[config.mk]
export PLATFORM = sky130hd
export DESIGN_NAME = scaled_ea_unit
export DESIGN_NICKNAME = d
export VERILOG_FILES = /design/src/rtl/ea_pkg.sv /design/src/rtl/ea_disp_ext.sv /design/src/rtl/ea_idx_scaler.sv /design/src/rtl/scaled_ea_unit.sv
export SDC_FILE = /design/constraint.sdc
export NUM_CORES = 1
export LEC_CHECK = 0
export ABC_CLOCK_PERIOD_IN_PS = 9150
export BUFFER_PORTS_ARGS = -buffer_cell sky130_fd_sc_hd__buf_2
export CORE_UTILIZATION = 57
export DETAILED_ROUTE_END_ITERATION = 8
export PLACE_DENSITY = 0.95
export SYNTH_ARGS = -nofsm -noshare
export SYNTH_HDL_FRONTEND = slang
export SYNTH_SLANG_ARGS = --single-unit
[constraint.sdc]
create_clock -name clk -period 9.15 [get_ports clk]
set_clock_uncertainty 0.2 [all_clocks]
set_input_delay 1.3725 -clock clk [delete_from_list [all_inputs] [get_ports clk]]
set_output_delay 1.3725 -clock clk [all_outputs]
set_load 0.1 [all_outputs]
[src/rtl/ea_pkg.sv]
package ea_pkg;
    localparam int ADDR_W = 32;

    typedef enum logic [1:0] {
        DSZ_NONE = 2'd0,
        DSZ_BYTE = 2'd1,
        DSZ_HALF = 2'd2,
        DSZ_WORD = 2'd3
    } disp_size_e;

    typedef struct packed {
        logic              vld;
        logic              flt;
        logic [ADDR_W-1:0] addr;
    } ea_state_t;
endpackage

[src/rtl/ea_disp_ext.sv]
module ea_disp_ext
    import ea_pkg::*;
#(
    parameter int AW = ADDR_W
) (
    input  logic [AW-1:0] raw,
    input  logic [1:0]    size,
    output logic [AW-1:0] ext
);
    always_comb begin
        unique case (disp_size_e'(size))
            DSZ_NONE: ext = '0;
            DSZ_BYTE: ext = {{(AW-8){raw[7]}}, raw[7:0]};
            DSZ_HALF: ext = {{(AW-16){raw[15]}}, raw[15:0]};
            default:  ext = raw;
        endcase
    end
endmodule

[src/rtl/ea_idx_scaler.sv]
module ea_idx_scaler #(
    parameter int AW        = 32,
    parameter int MAX_SHIFT = 3,
    localparam int NSH      = MAX_SHIFT + 1,
    localparam int SC_W     = $clog2(NSH)
) (
    input  logic            en,
    input  logic [SC_W-1:0] code,
    input  logic [AW-1:0]   val,
    output logic [AW-1:0]   scaled
);
    logic [AW-1:0] cand [NSH];

    for (genvar s = 0; s < NSH; s++) begin : g_shift
        assign cand[s] = val << s;
    end

    assign scaled = en ? cand[code] : '0;
endmodule

[src/rtl/scaled_ea_unit.sv]
module scaled_ea_unit
    import ea_pkg::*;
#(
    parameter int AW        = ADDR_W,
    parameter int RSEL_W    = 3,
    parameter int SP_NUM    = 6,
    parameter int MAX_SHIFT = 3,
    localparam int SC_W     = $clog2(MAX_SHIFT + 1)
) (
    input  logic              clk,
    input  logic              rst_n,
    input  logic              req_valid,
    input  logic              base_en,
    input  logic [AW-1:0]     base_val,
    input  logic              idx_en,
    input  logic [RSEL_W-1:0] idx_sel,
    input  logic [AW-1:0]     idx_val,
    input  logic [SC_W-1:0]   scale_code,
    input  logic [AW-1:0]     disp_raw,
    input  logic [1:0]        disp_size,
    input  logic              src_mem,
    input  logic              dst_mem,
    output logic              ea_valid,
    output logic [AW-1:0]     ea_addr,
    output logic              ea_fault
);
    ea_state_t st_d, st_q;

    logic [AW-1:0] disp_term;
    logic [AW-1:0] idx_term;
    logic [AW-1:0] base_term;
    logic          sp_as_idx;
    logic          mem_to_mem;

    ea_disp_ext #(.AW(AW)) u_disp (
        .raw  (disp_raw),
        .size (disp_size),
        .ext  (disp_term)
    );

    ea_idx_scaler #(.AW(AW), .MAX_SHIFT(MAX_SHIFT)) u_scale (
        .en     (idx_en),
        .code   (scale_code),
        .val    (idx_val),
        .scaled (idx_term)
    );

    assign base_term  = base_en ? base_val : '0;
    assign sp_as_idx  = idx_en && (idx_sel == RSEL_W'(SP_NUM));
    assign mem_to_mem = src_mem && dst_mem;

    always_comb begin
        st_d     = st_q;
        st_d.vld = req_valid;
        st_d.flt = 1'b0;
        if (req_valid) begin
            st_d.flt  = sp_as_idx || mem_to_mem;
            st_d.addr = base_term + idx_term + disp_term;
        end
    end

    always_ff @(posedge clk) begin
        if (!rst_n) st_q <= '0;
        else        st_q <= st_d;
    end

    assign ea_valid = st_q.vld;
    assign ea_addr  = st_q.addr;
    assign ea_fault = st_q.flt;

    AST_SP_INDEX_FAULT: assert property (@(posedge clk) disable iff (!rst_n)
        (req_valid && idx_en && idx_sel == RSEL_W'(SP_NUM)) |=> ea_fault);
    AST_MEM_MEM_FAULT: assert property (@(posedge clk) disable iff (!rst_n)
        (req_valid && src_mem && dst_mem) |=> ea_fault);
    AST_VALID_FOLLOWS: assert property (@(posedge clk) disable iff (!rst_n)
        req_valid |=> ea_valid);
    AST_IDLE_HOLD: assert property (@(posedge clk) disable iff (!rst_n)
        !req_valid |=> (!ea_valid && !ea_fault && $stable(ea_addr)));
    AST_NO_TERMS_ZERO: assert property (@(posedge clk) disable iff (!rst_n)
        (req_valid && !base_en && !idx_en && disp_size == 2'd0) |=> (ea_addr == '0));
endmodule

==> out/qor.csv <==
stage;metric;value;unit
clocking;clk_latency;0.30;ns
global_routing;busiest_layer;met2;
routing;routed_wl;15.0;mm
routing;via_count;5097;
routing;drt_iter0_drc;337;
synth;syn_nets;798;
worst_setup_path;crit_fanout;34;
pwr;power_density;193;nW/µm²
pwr;ir_worst_vdd;0.0988;mV
pwr;p_leak;0.00296;µW
global_routing;grt_max_degree;35;
worst_setup_path;cp-start-kind;input port;
timing;slew_headroom;27.5;%
global_routing;grt-ovfl-total;0;
routing;postRouteAntennaNets;0;
finish;multi_input_area;3620;µm²
synth;synth_cell_types;57;
pwr;power;1060;µW
die;die-area;8560;µm²
synth;synth_edf_count;0;
placement;hpwl;11.7;mm
die;die_w;92.5;µm
clocking;clock_path_buffers;2;
clocking;clock_sinks;34;
routing;drtPass1Iterations;6;
finish;fill_cells;649;
global_routing;grt_pass1_wl;24.0;mm
timing;final.period_utilization;64.2;%
die;core;7810;µm²
clocking;clkTransAtPathRegs;0.08;ns
routing;wl_per_cell;17.8;µm
global_routing;antenna_found_initial;0;
placement;portBuffers;143;
timing;rsz0062_at_grt;false;
finish;final_cell_mix;buf_2, nand2_1, inv_1;
clocking;postCtsSetupBuffers;0;
clocking;ctsResizeCount;0;
clocking;hold_buffers;0;
worst_setup_path;reg2reg_slack;7.99;ns
timing;hold_viol;0;
global_routing;grt_use_met3;5.99;%
finish;areaGrowthSynthToFinish;18.1;%
worst_setup_path;end_kind;register;
synth;synth-warning-count;0;
run_status;status;complete, no violations;
finish;regArea;681;µm²
clocking;cts_made_buffers;5;
finish;drive_gt1_share;22.0;%
die;row_count;32;
timing;setup_viol;0;
routing;drc;0;
timing;fmax;170;MHz
global_routing;grt_util_met1;44.3;%
timing;fin_crit;5.88;ns
finish;diodes;0;
synth;synth_flop_cell;dfxtp_1;
worst_setup_path;worst-endpoint-arrival;5.83;ns
clocking;cts_htree_levels;2;
routing;viasPerCell;6.05;
clocking;tritoncts;yes;
synth;syn-cell-area;4670;µm²
synth;ys_async_sr_fraction;0;%
worst_setup_path;path_class;in -> reg;
worst_setup_path;worstPathRequired;9.10;ns
placement;place_congestion;0.959;
synth;syn_avg_cell_area;7.46;µm²
flow_run;max_cap_violations;0;
finish;layout.nets;912;
synth;ys_seq_area_share;14.6;%
synth;synth_area_leaders;dfxtp_1, fa_1, nand2_1;
synth;synthCells;626;
die;io_pins;144;
global_routing;grtUsageMet2;60.5;%
timing;drv_slew;0;
timing;tightest_slew;1.09;ns
finish;final_common_cell;buf_2;
die;start_util;59.8;%
global_routing;grt_use_total;35.7;%
timing;setup_tns;0;ns
die;die_y;92.5;µm
hold_path;worstHoldPathType;reg -> reg;
synth;synth_top_area_cell;dfxtp_1;
synth;synth_seq_cells;34;
clocking;clock-root-buffer;clkbuf_8;
synth;synth_top_area_share;14.6;%
global_routing;grt_pass1_vias;5038;
logic make-up (layout without fill, tap and decap cells):
family | after synthesis | in the layout | share of synthesized area (%)
AOI/OAI and AO/OA | 134 | 134 | 18.8
xor gates and xnor gates | 21 | 21 | 3.94
and+or+nand+nor | 232 | 232 | 23.3
muxes | 45 | 45 | 9.73
buffers and inverters | 98 | 213 | 7.88
adders and majority gates | 62 | 62 | 21.8
DFF | 34 | 34 | 14.6
stage by stage:
step / instance area, µm² / utilization, % / setup WS (ns) / instances / hold slack [ns]
after floorplan: 4670 / - / 3.78 / 626 / 0.682
after global placement: 5380 / 68.9 / 3.32 / 835 / 0.235
after detailed placement: 5380 / 68.9 / 3.18 / 835 / 0.241
after CTS: 5510 / 70.6 / 3.44 / 843 / 0.261
after global routing: 5510 / 70.6 / 3.03 / 843 / 0.287
final: 5510 / 70.6 / 3.27 / 843 / 0.254
power by group:
group          switching (µW)  internal [µW]
Combinational             494            201
Sequential               14.7            176
Clock                    67.8            109
Total                     576            487
per-layer routing:
metal / routed length (µm) / vias to the layer above
met5: 0 / -
met4: 546 / 0
met3: 1290 / 55
met2: 7240 / 302
met1: 5920 / 2375
li1: - / 2365
layout make-up:
cell class	count	area share [%]
Multi-Input combinational cell	494	65.6
Inverter	62	4.22
Tap cell	102	2.31
Sequential cell	34	12.3
Clock buffer	5	1.25
Clock inverter	3	1.25
Timing Repair Buffer	143	13.0
state kept, by name (all words and copies together) (netlist names):
register,cells
ea_addr,32
ea_fault,1
ea_valid,1
worst max-delay path: stages:
cell and delay, ns:
buf_2 0.48, inv_1 0.57, nand2_1 0.18, nand3_1 0.12, fa_1 0.55, inv_1 0.04
ha_1 0.38, and2_1 0.20, a2111oi_0 0.66, o31ai_1 0.20, a211oi_1 0.55, o21ai_0 0.24
xnor2_1 0.18, o21ai_0 0.09
Yosys cell counts (all sizes together) (6+ instances only):
master / number
a21o: 12
a21oi: 38
and2: 9
and3: 6
clkbuf: 33
dfxtp: 34
fa: 32
ha: 30
inv: 61
mux2i: 42
nand2: 118
nand3: 34
nor2: 17
nor2b: 18
nor3: 9
o21ai: 39
xnor2: 12
xor2: 9
worst paths after layout:
| check | cells after the start | endpoint | from |
|---|---|---|---|
| worst max-delay path | 14 | ea_addr[24]$_SDFFE_PN0P_ | scale_code[1] |
| worst min-delay path | 2 | ea_addr[13]$_SDFFE_PN0P_ | ea_addr[13]$_SDFFE_PN0P_ |
| worst max register to register | 3 | ea_addr[30]$_SDFFE_PN0P_ | ea_addr[30]$_SDFFE_PN0P_ |
| worst min register to register | 2 | ea_addr[13]$_SDFFE_PN0P_ | ea_addr[13]$_SDFFE_PN0P_ |
Note: power is estimated with default switching activity, not from simulation.
